--- config.mk ---
export PLATFORM = sky130hd
export DESIGN_NAME = evt_irq_hub
export DESIGN_NICKNAME = d
export VERILOG_FILES = /design/src/rtl/evt_irq_pkg.sv /design/src/rtl/evt_sync.sv /design/src/rtl/evt_src_cell.sv /design/src/rtl/evt_pin_drv.sv /design/src/rtl/evt_irq_hub.sv
export SDC_FILE = /design/constraint.sdc
export NUM_CORES = 1
export LEC_CHECK = 0
export ABC_CLOCK_PERIOD_IN_PS = 1500
export BUFFER_PORTS_ARGS = -buffer_cell sky130_fd_sc_hd__clkbuf_2
export CAP_MARGIN = 40
export CELL_PAD_IN_SITES_DETAIL_PLACEMENT = 1
export CELL_PAD_IN_SITES_GLOBAL_PLACEMENT = 1
export CORE_MARGIN = 10
export CORE_UTILIZATION = 43
export CTS_CLUSTER_DIAMETER = 100
export DETAILED_ROUTE_END_ITERATION = 10
export HOLD_SLACK_MARGIN = 0.15
export PLACE_DENSITY_LB_ADDON = 0.1
export SLEW_MARGIN = 25
export SYNTH_ARGS = -nofsm -noshare
export SYNTH_HDL_FRONTEND = slang
export SYNTH_HIERARCHICAL = 1
export SYNTH_SLANG_ARGS = --single-unit
export TNS_END_PERCENT = 50
--- constraint.sdc ---
create_clock -name clk -period 1.5 [get_ports clk]
set_input_delay 0.15 -clock clk [delete_from_list [all_inputs] [get_ports clk]]
set_output_delay 0.15 -clock clk [all_outputs]
set_load 0.01 [all_outputs]
--- src/rtl/evt_irq_pkg.sv ---
package evt_irq_pkg;
  typedef enum logic [1:0] {
    SM_RISE  = 2'b00,
    SM_FALL  = 2'b01,
    SM_LEVEL = 2'b10,
    SM_OFF   = 2'b11
  } src_mode_e;

  typedef enum logic [1:0] {
    PD_HIGH    = 2'b00,
    PD_LOW     = 2'b01,
    PD_OPEN    = 2'b10,
    PD_LOW_ALT = 2'b11
  } pin_drive_e;

  localparam logic [1:0] A_STATUS = 2'd0;
  localparam logic [1:0] A_MASK   = 2'd1;
  localparam logic [1:0] A_MODE   = 2'd2;
  localparam logic [1:0] A_DRIVE  = 2'd3;
endpackage

--- src/rtl/evt_sync.sv ---
module evt_sync #(
  parameter int WIDTH = 8
) (
  input  logic             clk,
  input  logic             rst_n,
  input  logic [WIDTH-1:0] d_i,
  output logic [WIDTH-1:0] q_o
);
  logic [WIDTH-1:0] meta_q, safe_q;

  always_ff @(posedge clk) begin
    if (!rst_n) begin
      meta_q <= '0;
      safe_q <= '0;
    end else begin
      meta_q <= d_i;
      safe_q <= meta_q;
    end
  end

  assign q_o = safe_q;
endmodule

--- src/rtl/evt_src_cell.sv ---
module evt_src_cell
  import evt_irq_pkg::*;
(
  input  logic      clk,
  input  logic      rst_n,
  input  src_mode_e mode_i,
  input  logic      lvl_i,
  input  logic      clr_i,
  output logic      stat_o
);
  logic prev_q, stk_q, hit, edge_mode;

  assign edge_mode = (mode_i == SM_RISE) || (mode_i == SM_FALL);
  assign hit = ((mode_i == SM_RISE) && lvl_i && !prev_q) ||
               ((mode_i == SM_FALL) && !lvl_i && prev_q);

  always_ff @(posedge clk) begin
    if (!rst_n) begin
      prev_q <= 1'b0;
      stk_q  <= 1'b0;
    end else begin
      prev_q <= lvl_i;
      if (edge_mode) stk_q <= (stk_q && !clr_i) || hit;
      else           stk_q <= 1'b0;
    end
  end

  always_comb begin
    unique case (mode_i)
      SM_LEVEL: stat_o = lvl_i;
      SM_OFF:   stat_o = 1'b0;
      default:  stat_o = stk_q;
    endcase
  end

  // an upward change in rising mode is latched on the next edge
  p_rise_latch_r2: assert property (@(posedge clk) disable iff (!rst_n)
    (mode_i == SM_RISE && lvl_i && !prev_q) |=> stk_q);

  // a downward change in falling mode is latched on the next edge
  p_fall_latch_r3: assert property (@(posedge clk) disable iff (!rst_n)
    (mode_i == SM_FALL && !lvl_i && prev_q) |=> stk_q);

  // a clear with no new event empties the latch
  p_clear_empties_r6: assert property (@(posedge clk) disable iff (!rst_n)
    (clr_i && !(lvl_i ^ prev_q)) |=> !stk_q);

  // without a clear, a latched edge survives while an edge mode is kept
  p_sticky_hold_r7: assert property (@(posedge clk) disable iff (!rst_n)
    (stk_q && !clr_i && edge_mode) |=> (stk_q || mode_i == SM_LEVEL || mode_i == SM_OFF));
endmodule

--- src/rtl/evt_pin_drv.sv ---
module evt_pin_drv
  import evt_irq_pkg::*;
(
  input  logic       active_i,
  input  pin_drive_e drive_i,
  output logic       pin_o,
  output logic       pin_oe
);
  always_comb begin
    unique case (drive_i)
      PD_HIGH: begin pin_o = active_i;  pin_oe = 1'b1;     end
      PD_OPEN: begin pin_o = 1'b0;      pin_oe = active_i; end
      default: begin pin_o = !active_i; pin_oe = 1'b1;     end
    endcase
  end
endmodule

--- src/rtl/evt_irq_hub.sv ---
module evt_irq_hub
  import evt_irq_pkg::*;
#(
  parameter int N_SRC = 8
) (
  input  logic                 clk,
  input  logic                 rst_n,
  input  logic [N_SRC-1:0]     src_i,
  input  logic                 reg_wr,
  input  logic                 reg_rd,
  input  logic [1:0]           reg_addr,
  input  logic [2*N_SRC-1:0]   reg_wdata,
  output logic [2*N_SRC-1:0]   reg_rdata,
  output logic                 irq_o,
  output logic                 irq_oe
);
  localparam int DW = 2 * N_SRC;

  logic [N_SRC-1:0] lvl, status, mask_q, clr;
  logic [DW-1:0]    mode_q;
  pin_drive_e       drive_q;
  logic             active, wr_stat, rd_stat;

  evt_sync #(.WIDTH(N_SRC)) u_sync (
    .clk(clk), .rst_n(rst_n), .d_i(src_i), .q_o(lvl)
  );

  assign wr_stat = reg_wr && (reg_addr == A_STATUS);
  assign rd_stat = reg_rd && (reg_addr == A_STATUS);
  assign clr     = ({N_SRC{wr_stat}} & reg_wdata[N_SRC-1:0]) | {N_SRC{rd_stat}};

  for (genvar i = 0; i < N_SRC; i++) begin : g_src
    evt_src_cell u_cell (
      .clk    (clk),
      .rst_n  (rst_n),
      .mode_i (src_mode_e'(mode_q[2*i +: 2])),
      .lvl_i  (lvl[i]),
      .clr_i  (clr[i]),
      .stat_o (status[i])
    );
  end

  always_ff @(posedge clk) begin
    if (!rst_n) begin
      mask_q  <= '0;
      mode_q  <= '1;
      drive_q <= PD_HIGH;
    end else if (reg_wr) begin
      case (reg_addr)
        A_MASK:  mask_q  <= reg_wdata[N_SRC-1:0];
        A_MODE:  mode_q  <= reg_wdata;
        A_DRIVE: drive_q <= pin_drive_e'(reg_wdata[1:0]);
        default: ;
      endcase
    end
  end

  always_ff @(posedge clk) begin
    if (!rst_n) begin
      reg_rdata <= '0;
    end else if (reg_rd) begin
      case (reg_addr)
        A_STATUS: reg_rdata <= DW'(status);
        A_MASK:   reg_rdata <= DW'(mask_q);
        A_MODE:   reg_rdata <= mode_q;
        default:  reg_rdata <= DW'(drive_q);
      endcase
    end
  end

  assign active = |(status & mask_q);

  evt_pin_drv u_pin (
    .active_i(active), .drive_i(drive_q), .pin_o(irq_o), .pin_oe(irq_oe)
  );

  // a disabled source never contributes a status bit
  for (genvar j = 0; j < N_SRC; j++) begin : g_chk
    p_off_quiet_r5: assert property (@(posedge clk) disable iff (!rst_n)
      (mode_q[2*j +: 2] == 2'b11) |-> !status[j]);
  end

  // in active-high drive the pin tracks enabled status
  p_pin_tracks_r8: assert property (@(posedge clk) disable iff (!rst_n)
    (drive_q == PD_HIGH) |-> (irq_o == |(status & mask_q)));

  // open-drain drive never pulls the line high
  p_od_low_only_r9: assert property (@(posedge clk) disable iff (!rst_n)
    (drive_q == PD_OPEN) |-> !irq_o);

  // strobes are exclusive and read data updates only on a read
  p_rdata_hold_r10: assert property (@(posedge clk) disable iff (!rst_n)
    !reg_rd |=> $stable(reg_rdata));
  p_one_strobe_r10: assert property (@(posedge clk) disable iff (!rst_n)
    !(reg_wr && reg_rd));
endmodule

Word level (Yosys, flattened, before mapping)
Cells that the tools add are included.

cells by class
  bitwise logic cells = 3
  eq/ne operators = 28
  reduce and logical (&&, ||, !) cells = 113
  mux-type cells = 11

operator list
  kind                                           number
  case mux 16 bit (3 select lines)               1
  logical AND 1 bit                              42
  == test 2 bit, second input constant           19
  zero test 1 bit                                25
  logical OR 1 bit                               24
  AND reduction 2 bit                            11
  zero test 2 bit                                10
  == test 2 x 1 -> 1 bit, second input constant  9
  case mux 1 bit (2 select lines)                9
  AND 8 bit                                      2
  OR 8 bit                                       1
  OR reduction 8 bit                             1
  2-to-1 mux 1 bit                               1

storage, ports and cells
  output and inout bits = 18
  word-level logic and storage cells = 177
  input bits = 30
  register bits = 74

Longest topological paths before layout
Gate-level depths: netlist of the first run.

  depth after elaboration = 7
  mapped depth = 7
  gate-level depth less buffers = 6

By module
Netlist of the first run, hierarchy kept.

modules (own cells, without submodules)
  module        cells an instance  instances  sequential area each (um2)  area an instance (um2)
  evt_irq_hub   225                1          840.8                       1,910.6
  evt_src_cell  11                 8          40.0                        98.8
  evt_sync      33                 1          320.3                       446.7
  evt_pin_drv   4                  1          0.0                         26.3

Least setup slack after synthesis of the first run
No wires, ideal clock.

  kind = register to output
  start point = reg mode_q[10]
  end point = out irq_o
  arrival time = 1.194 ns
  cell stages (with the launch flop) = 6
  required time = 1.350 ns
  setup slack = 0.156 ns
  buffers on the path = 0
  cells stage by stage = dfxtp_1 > nand3b_1 > o21ai_0 > a22oi_1 > nand4_1 > mux2_4

on the way
  word-level cells in the longest chain between the ends = 6
  elaborated cells between the ends (all ways) = 7
  those cells by class = eq/ne: 2; mux: 2; bitwise: 1; reduce/logical: 2

RTL lines
  item                                 RTL line            RTL
  start, declared                      evt_irq_hub.sv:20   logic [DW-1:0] mode_q;
  start signal, assigned               evt_irq_hub.sv:51   A_MODE: mode_q <= reg_wdata;
  == test 2 bit                        evt_src_cell.sv:29  unique case (mode_i)
  case mux 1 bit (2 select lines) (*)  evt_src_cell.sv:29
  via status[5]                        evt_irq_hub.sv:19   logic [N_SRC-1:0] lvl, status, mask_q, clr;
  AND 8 bit (*)                        evt_irq_hub.sv:71   assign active = |(status & mask_q);
  OR reduction 8 bit (*)               evt_irq_hub.sv:71
  via active                           evt_irq_hub.sv:22   logic active, wr_stat, rd_stat;
  zero test 1 bit                      evt_pin_drv.sv:13   default: begin pin_o = !active_i; pin_oe = 1'b1; end
  case mux 1 bit (2 select lines) (*)  evt_pin_drv.sv:10   unique case (drive_i)
  end, declared                        evt_irq_hub.sv:14   output logic irq_o,

Mark *: on every way through the listed nets, which the timed path passes. The rest lies on a longest branch.

Worst setup path in the final report of the first run
  start point = reg mode_q[11]
  end point = out irq_o

Same word-level chain as after synthesis.

==> results_dict.tcl, run 1 <==
set metrics [dict create \
    outcome "finished, violations left" \
    violations "negative setup slack" \
    nFillCells 871 \
    place_area_um2 3690 \
    p_per_area_nw_per_um2 1030 \
    arrival_ps 1730 \
    regArea_um2 1490 \
    clockBufferDepth 2 \
    cts_buffers 9 \
    n_antenna_cell 0 \
    setup_slack_ps -376 \
    grt_overflow 0 \
    sw_frac_of_total_pct 23.7 \
    max_stage_delay_ps 350 \
    synthDistinctLibCells 34 \
    hold_path.startpoint "rst_n" \
    final.setup_skew_ps 6.83 \
    multi_input_area_um2 1540 \
    clockPowerShare_pct 40.6 \
    hp-class "in2reg" \
    postRouteWirelength_mm 8.96 \
    synth_edf_count 0 \
    yosys.area.top_type "dfxtp_1" \
    yosys.area.top_type_share_pct 46.7 \
    yosys_warnings 6 \
    synth_area_leaders "dfxtp_1 47%, nand2_1 5.6%, nand3_1 5.2%" \
    fin_crit_sh_pct 125 \
    grt_use_met2_pct 28.1 \
    antenna_found_initial 0 \
    vias 2791 \
    core_um2 7210 \
    syn_area_um2 3170 \
    cts.clk_slew.worst_paths_ps 80 \
    tightestPinTransition_ps 738 \
    postCtsSetupRepairBufs 0 \
    relSlewSlack_pct 50.8 \
    fmax_ghz 0.533 \
    synth.net_count 380 \
    setup_tns_ps -615 \
    clock-root-buffer "clkbuf_8" \
    power_uw 4340 \
    avgRoutedWirePerCell_um 16.3 \
    grt_pass1_wl_mm 14.9 \
    syn_avg_cell_area_um2 9.07 \
    r2r_start "mode_q[3]$_SDFFE_PN1P_" \
    p_leak_uw 0.00174 \
    async_flop_share_pct 0 \
    critPathLaunch "mode_q[11]$_SDFFE_PN1P_" \
    final_nets 477 \
    die_h_um 106 \
    ios 48 \
    first_global_vias 2989 \
    power.internal_uw 3310 \
    ys_seq_area_share_pct 46.7 \
    io_buffers 47 \
    synthCells 350 \
    pwr-share-seq_pct 48.2 \
    final_area_um2 4210 \
    dieArea_um2 11200 \
    start_util_pct 44.0 \
    grt_max_degree 75 \
    gp_congestion 0.751 \
    path_class "reg2out" \
    grt_usage_pct 16.4 \
    pwr-share-comb_pct 11.2 \
    place_hpwl_mm 5.90 \
    synth_most_common_cell "dfxtp_1" \
    peakVddDrop_uv 523 \
    worstPathRequired_ps 1350 \
    area_growth_pct 32.5 \
    cts_tree "done" \
    cp_max_fo 3 \
    drc 0 \
    drive_above_1_share_pct 31.5 \
    r2r_setup_slack_ps 70 \
    p_switching_uw 1030 \
    synth-main-ff-cell "dfxtp_1" \
    hold_viol_final 0 \
    grtUsageMet3_pct 4.11 \
    drt_iter0_drc 121 \
    die_w_um 106 \
    core.rowCount 31 \
    ys_ff_latch 74 \
    dp_slack_ps -149 \
    viasPerCell 5.07 \
    first_pass_iters 4 \
    clock_latency_ps 350 \
    cts_sinks 74 \
    cap_violations 0 \
    busiest_layer "met2" \
    timing.final.crit_period_ps 1880 \
    rsz0062_at_grt "true" \
    grt_util_met1_pct 19.6 \
    finalSetupViolCount 2 \
    antenna_left 0 \
    maxSlewViolCount 0 \
    synth_common_cells "74 x dfxtp_1, 47 x nand2_1, 33 x nand3_1" \
    start_kind "register" \
    h-tree-depth 3 \
    crit_path_top_delay_cell "dfxtp_2" \
    crit_path_end_kind "output port" \
    path_cells "nand3b_1 > o21ai_2 > a22oi_2 > nand4_1 > mux2_4 > buf_8" \
]
[through the flow]
step	cells	hold slack, ps	utilization [%]
final	550	214	58.3
after global routing	550	241	58.3
after CTS	551	220	57.9
after detailed placement	512	361	51.1
after global placement	512	357	51.1
after floorplan	350	268	-
[power groups by stage]
stage	registers, µW	logic, µW	clock network [µW]
final	2090	487	1760
after global routing	2110	537	1900
after CTS	2090	486	1800
after detailed placement	2140	431	0
after global placement	2130	422	0
after floorplan	2140	234	0
[final timing paths]
kind,end,cells after the start
min reg2reg,u_sync/q_o[0]$_SDFF_PN0_,1
max reg2reg,reg_rdata[1]$_SDFFE_PN0P_,6
max,irq_o,6
min,mode_q[11]$_SDFFE_PN1P_,3
[sequential cells by signal, indices dropped and copies added (netlist names)]
register and flops:
mask_q 8, u_sync/meta_q 8, g_src.u_cell/stk_q 8, mode_q 16, reg_rdata 16, g_src.u_cell/prev_q 8, u_sync/q_o 8, drive_q 2
[layout make-up]
cell class | instances | share of cell area (%)
clock inverter | 4 | 1.79
timing repair buffer | 106 | 18.1
sequential | 74 | 35.5
inverter | 16 | 1.43
multi-input combinational | 240 | 36.7
tap | 99 | 2.95
clock buffer | 11 | 3.60
[critical path, delay by kind of cell (launching register included)]
kind / cells / cell delay [ps]
DFF: 1 / 350
and+or+nand+nor: 2 / 300
muxes: 1 / 350
AOI/OAI and AO/OA: 2 / 260
buffers and inverters: 1 / 120
[metal layers]
metal  vias up  wire length, µm
met5         -                0
met4         0               97
met3         8              386
met2        52             4370
met1      1350             4110
li1       1381                -
[kinds of logic (layout without fill, tap and decap cells)]
family / Yosys count / after routing / share of synthesized area [%]
AO/OA/AOI/OAI: 56 / 56 / 11.6
AND/OR/NAND/NOR: 171 / 171 / 30.7
flip-flops: 74 / 74 / 46.7
buffers and inverters: 36 / 137 / 5.99
multiplexers: 13 / 13 / 5.05
[repair_timing]
item                                   4_1_cts  5_1_grt
pin swaps                                    5        5
hold buffers                                24        0
resized for setup                           13       15
endpoints found under the hold margin       33        0
setup endpoints to repair                    4        4
[layout by cell type (no fill, tap or decap), drive strengths merged, types with 10 or more instances in the layout]
| cell | count |
|---|---|
| inv | 16 |
| nand3 | 33 |
| mux2i | 10 |
| a21boi | 16 |
| o21ai | 14 |
| nand2b | 16 |
| nand2 | 47 |
| buf | 36 |
| and2 | 24 |
| nor2 | 10 |
| dfxtp | 74 |
| clkbuf | 57 |
| nand3b | 18 |
| dlygate4sd3 | 24 |
Note: power is estimated with default switching activity, not from simulation.
==> inputs of run 2 (changes only) <==
--- a/config.mk
+++ b/config.mk
@@ -5,7 +5,7 @@
 export SDC_FILE = /design/constraint.sdc
 export NUM_CORES = 1
 export LEC_CHECK = 0
-export ABC_CLOCK_PERIOD_IN_PS = 1500
+export ABC_CLOCK_PERIOD_IN_PS = 1800
 export BUFFER_PORTS_ARGS = -buffer_cell sky130_fd_sc_hd__clkbuf_2
 export CAP_MARGIN = 40
 export CELL_PAD_IN_SITES_DETAIL_PLACEMENT = 1
==> constraint.sdc (replaced) <==
create_clock -name clk -period 1.8 [get_ports clk]
set_input_delay 0.18 -clock clk [delete_from_list [all_inputs] [get_ports clk]]
set_output_delay 0.18 -clock clk [all_outputs]
set_load 0.01 [all_outputs]
==> run 2 against run 1 <==
  * Design area down 2.9%
  * Largest power group unchanged
  * Worst hold slack improved by 19 ps
  * The run still ends with negative setup slack left
  * Critical path depth is the same
  * Sequential power is 16% lower
  * Register-to-register slack better by 400 ps
  * Count of clock-buffer cells in the layout is the same
  * Sequential share of layout area is 1.4 points higher
  * Non-clock buffer count down 18
  * Wire length up 1.2%
  * Core utilization is 1.7 points lower
  * Combinational power fell by 22%
==> results_dict.tcl, run 2 (synthesized netlist as in run 1, its figures left out) <==
set metrics [dict create \
    peakVddDrop_uv 553 \
    finalSetupViolCount 1 \
    postRouteWirelength_mm 9.07 \
    outcome "finished, violations left" \
    start_util_pct 44.0 \
    antenna_found_initial 0 \
    cp_max_fo 5 \
    vias 2761 \
    maxSlewViolCount 0 \
    hold_viol_final 0 \
    sw_frac_of_total_pct 24.3 \
    power.internal_uw 2710 \
    cts.clk_slew.worst_paths_ps 80 \
    core.rowCount 31 \
    clockBufferDepth 2 \
    crit_path_top_delay_cell "dfxtp_2" \
    path_cells "nand3b_1 > o21ai_2 > a22oi_2 > nand4_1 > mux2_4 > clkbuf_2" \
    p_per_area_nw_per_um2 876 \
    timing.hold.ws_ps 233 \
    dieArea_um2 11200 \
    layout_commonest_cell "dfxtp_1" \
    timing.final.crit_period_ps 1940 \
    reg_top3 "mode_q (16), reg_rdata (16)" \
    grt_overflow 0 \
    max_stage_delay_ps 350 \
    cap_violations 0 \
    rsz0062_at_grt "true" \
    place_hpwl_mm 5.90 \
    drive_above_1_share_pct 30.4 \
    area_growth_pct 28.7 \
    fin_crit_sh_pct 108 \
    gp_congestion 0.779 \
    setup_slack_ps -143 \
    antenna_left 0 \
    grt_usage_pct 16.5 \
    clockPowerShare_pct 40.4 \
    first_pass_iters 4 \
    grt_max_degree 75 \
    first_global_vias 2931 \
    p_leak_uw 0.00166 \
    clock_latency_ps 360 \
    final.setup_skew_ps 5.61 \
    path_class "reg2out" \
    cts_tree "done" \
    core_um2 7210 \
    ios 48 \
    final_nets 459 \
    n_antenna_cell 0 \
    arrival_ps 1760 \
    drc 0 \
    pwr-share-comb_pct 10.7 \
    clock-root-buffer "clkbuf_8" \
    avgRoutedWirePerCell_um 17.0 \
    setup_tns_ps -143 \
    p_switching_uw 871 \
    pwr-share-seq_pct 48.9 \
    crit_path_end_kind "output port" \
    violations "negative setup slack" \
    worstPathRequired_ps 1620 \
    relSlewSlack_pct 73.8 \
    cts_sinks 74 \
    die_h_um 106 \
    hp-class "in2reg" \
    drt_iter0_drc 98 \
    die_w_um 106 \
    power_uw 3580 \
    cts_buffers 9 \
    grt_pass1_wl_mm 15.0 \
    fmax_ghz 0.515 \
    start_kind "register" \
    h-tree-depth 3 \
    layout_common_cells "58 x dfxtp_1, 47 x nand2_1, 47 x clkbuf_2" \
    dp_slack_ps 91.2 \
    tightestPinTransition_ps 393 \
    viasPerCell 5.18 \
    io_buffers 47 \
]
[run 2: cell types whose count changed in the layout (fill, tap and decap cells not counted), moves of 2 or more]
| cell | previous run | this run |
|---|---|---|
| buf_4 | 34 | 15 |
| dfxtp_4 | 0 | 3 |
| dfxtp_2 | 9 | 13 |
| dfxtp_1 | 65 | 58 |
| clkinv_2 | 0 | 2 |
[run 2: final cells by class]
cell class                 count  area, µm²
clock buffer                  11        141
clock inverter                 5       77.6
timing repair buffer          88        628
multi-input combinational    240       1550
inverter                      16       60.1
sequential                    74       1510
tap                           99        124
fill                         876       3130
[run 2: final timing paths]
path                          startpoint                        end  slack [ps]  cells past startpoint
max               mode_q[7]$_SDFFE_PN1P_                      irq_o        -140                      6
min reg2reg  u_sync/meta_q[7]$_SDFF_PN0_   u_sync/q_o[7]$_SDFF_PN0_         450                      1
min                                rst_n     mode_q[6]$_SDFFE_PN1P_         230                      3
max reg2reg       mode_q[1]$_SDFFE_PN1P_  reg_rdata[0]$_SDFFE_PN0P_         470                      5
[run 2: per-layer routing]
metal	track usage [%]	part of all wire, %	vias up	wire length (µm)
met2	27.4	48	56	4330
met1	20.6	46	1347	4150
met3	3.38	4.9	10	441
met5	0	0	-	0
met4	6.48	1.6	0	141
li1	-	-	1348	-
[run 2: worst max-delay path: cells and delay by family, from the launching register on]
kind                   cells  cell delay, ps
multiplexers               1             340
AND/OR/NAND/NOR            2             300
buffers and inverters      1             130
AO/OA/AOI/OAI              2             280
flip-flops                 1             350
[run 2: metrics by stage]
step                std cells  util (%)  instance area (µm²)
finish                    533      56.6                 4090
global route              533      56.6                 4090
CTS                       532      55.8                 4030
detailed placement        486      48.6                 3500
global placement          486      48.6                 3500
floorplan                 350         -                 3170
[run 2: timing repair]
action,4_1_cts,5_1_grt
hold buffers,24,0
resized for setup,21,16
buffers inserted,6,1
pin swaps,5,4
hold endpoints to repair,32,0
setup endpoints to repair,2,2
[run 2: power by group through the flow]
stage          logic, µW  clock network, µW  registers [µW]
6_report             382               1450            1750
5_1_grt              427               1530            1760
2_1_floorplan        195                  0            1780
3_3_place_gp         316                  0            1790
3_5_place_dp         323                  0            1790
4_1_cts              382               1450            1750
==> inputs of run 3 (changes only) <==
--- a/config.mk
+++ b/config.mk
@@ -8,14 +8,12 @@
 export ABC_CLOCK_PERIOD_IN_PS = 1800
 export BUFFER_PORTS_ARGS = -buffer_cell sky130_fd_sc_hd__clkbuf_2
 export CAP_MARGIN = 40
-export CELL_PAD_IN_SITES_DETAIL_PLACEMENT = 1
-export CELL_PAD_IN_SITES_GLOBAL_PLACEMENT = 1
 export CORE_MARGIN = 10
-export CORE_UTILIZATION = 43
+export CORE_UTILIZATION = 55
 export CTS_CLUSTER_DIAMETER = 100
 export DETAILED_ROUTE_END_ITERATION = 10
 export HOLD_SLACK_MARGIN = 0.15
-export PLACE_DENSITY_LB_ADDON = 0.1
+export PLACE_DENSITY = 0.77
 export SLEW_MARGIN = 25
 export SYNTH_ARGS = -nofsm -noshare
 export SYNTH_HDL_FRONTEND = slang
==> run 3 against run 2 <==
  * The flow still finishes with violations (negative setup slack)
  * Register-to-register slack worse by 100 ps
  * Clock power hardly changed
  * Worst hold slack better by 27 ps
  * Clock skew hardly changed
==> results_dict.tcl, run 3 (synthesized netlist as in run 1, its figures left out) <==
set metrics [dict create \
    peakVddDrop_uv 637 \
    place_hpwl_mm 4.83 \
    antenna_left 0 \
    reg_top3 "mode_q (16), reg_rdata (16)" \
    dp_cells 456 \
    crit_path_end_kind "output port" \
    path_class "reg2out" \
    hold_viol_final 0 \
    ios 48 \
    nFillCells 410 \
    clockBufferDepth 2 \
    layout_commonest_cell "dfxtp_1" \
    start_kind "register" \
    fin_crit_sh_pct 105 \
    die_w_um 96.0 \
    core_um2 5540 \
    path_cells "nand3b_1 > o21ai_2 > a22oi_2 > nand4_1 > mux2_4 > buf_6" \
    die_h_um 96.0 \
    cts_sinks 74 \
    layout_common_cells "57 x dfxtp_1, 47 x nand2_1, 46 x clkbuf_2" \
    maxSlewViolCount 0 \
    max_stage_delay_ps 370 \
    final.setup_skew_ps 5.75 \
    antenna_found_initial 0 \
    grt_max_degree 75 \
    io_buffers 47 \
    avgRoutedWirePerCell_um 15.9 \
    h-tree-depth 3 \
    drc 0 \
    rsz0062_at_grt "true" \
    n_antenna_cell 0 \
    clock-root-buffer "clkbuf_8" \
    outcome "finished, violations left" \
    r2r_start "mode_q[3]$_SDFFE_PN1P_" \
    area_growth_pct 27.6 \
    hp-class "in2reg" \
    relSlewSlack_pct 54.4 \
    final_cells 505 \
    postRouteWirelength_mm 8.02 \
    worstPathRequired_ps 1620 \
    final_nets 460 \
    arrival_ps 1720 \
    drt_iter0_drc 259 \
    p_leak_uw 0.00166 \
    grt_pass1_wl_mm 12.3 \
    hold_path.startpoint "rst_n" \
    p_per_area_nw_per_um2 888 \
    drive_above_1_share_pct 30.0 \
    start_util_pct 57.3 \
    clock_latency_ps 350 \
    grt_overflow 0 \
    cts.clk_slew.worst_paths_ps 70 \
    core.rowCount 27 \
    regArea_um2 1510 \
    crit_path_top_delay_cell "dfxtp_4" \
    tightestPinTransition_ps 684 \
    first_pass_iters 5 \
    grt_usage_pct 17.4 \
    vias 2758 \
    first_global_vias 2646 \
    final_util_pct 73.1 \
    cts_tree "done" \
    setup_slack_ps -96.2 \
    viasPerCell 5.46 \
    critPathLaunch "mode_q[3]$_SDFFE_PN1P_" \
    dieArea_um2 9210 \
    cap_violations 0 \
    cts_buffers 9 \
    gp_congestion 0.828 \
    multi_input_area_um2 1540 \
    fmax_ghz 0.527 \
    cp_max_fo 5 \
    violations "negative setup slack" \
    timing.final.crit_period_ps 1900 \
    finalSetupViolCount 1 \
]
==> run 3: cell types whose count changed in the layout (fill, tap and decap cells not counted), sizes merged <==
cell / previous run / this run
clkinv: 2 / 0
buf: 17 / 19
clkinvlp: 1 / 0
bufinv: 2 / 3
clkbuf: 58 / 57
==> run 3: layout make-up <==
class	count	share of cell area, %
tap	72	2.22
timing repair buffer	89	15.5
clock buffer	11	3.24
sequential	74	37.2
clock inverter	3	2.22
multi-input combinational	240	38.1
inverter	16	1.48
==> run 3: repair_timing <==
action / CTS / global route
gates resized for setup: 23 / 15
pin swaps: 5 / 5
buffers inserted: 10 / 1
setup endpoints to repair: 2 / 2
hold buffers: 24 / 0
endpoints found under the hold margin: 32 / 0
==> run 3: path summary, 6_finish.rpt <==
path / to / slack [ps] / depth (start not counted)
min: mode_q[8]$_SDFFE_PN1P_ / 260 / 3
max: irq_o / -100 / 6
max reg2reg: reg_rdata[1]$_SDFFE_PN0P_ / 370 / 6
min reg2reg: u_sync/q_o[4]$_SDFF_PN0_ / 450 / 1
==> run 3: stage by stage <==
| step | TNS (ps) | hold WS, ps | cell area, µm² | total power (µW) | setup WS [ps] |
|---|---|---|---|---|---|
| after floorplan | 0 | 298 | 3170 | 1980 | 426 |
| after global placement | 0 | 388 | 3430 | 2080 | 166 |
| after detailed placement | 0 | 391 | 3430 | 2090 | 129 |
| after CTS | -110 | 245 | 4000 | 3620 | -110 |
| after global routing | -278 | 266 | 4050 | 3730 | -198 |
| final | -96.2 | 260 | 4050 | 3600 | -96.2 |
==> run 3: power by group <==
group | internal, µW | switching, µW
clock | 907 | 564
sequential | 1710 | 45.1
combinational | 189 | 187
==> run 3: critical path: cells and delay by family (launching register included) <==
family,cells,cell delay [ps]
multiplexers,1,340
flip-flops,1,370
buffers and inverters,1,120
AND/OR/NAND/NOR,2,290
AO/OA/AOI/OAI,2,250
==> run 3: metal layers <==
layer,global-route usage (%),routed length [µm],vias to the layer above
met5,0,0,-
met4,6.76,99,0
met3,6.23,584,14
met2,28.1,3900,94
met1,20.7,3430,1295
li1,-,-,1355
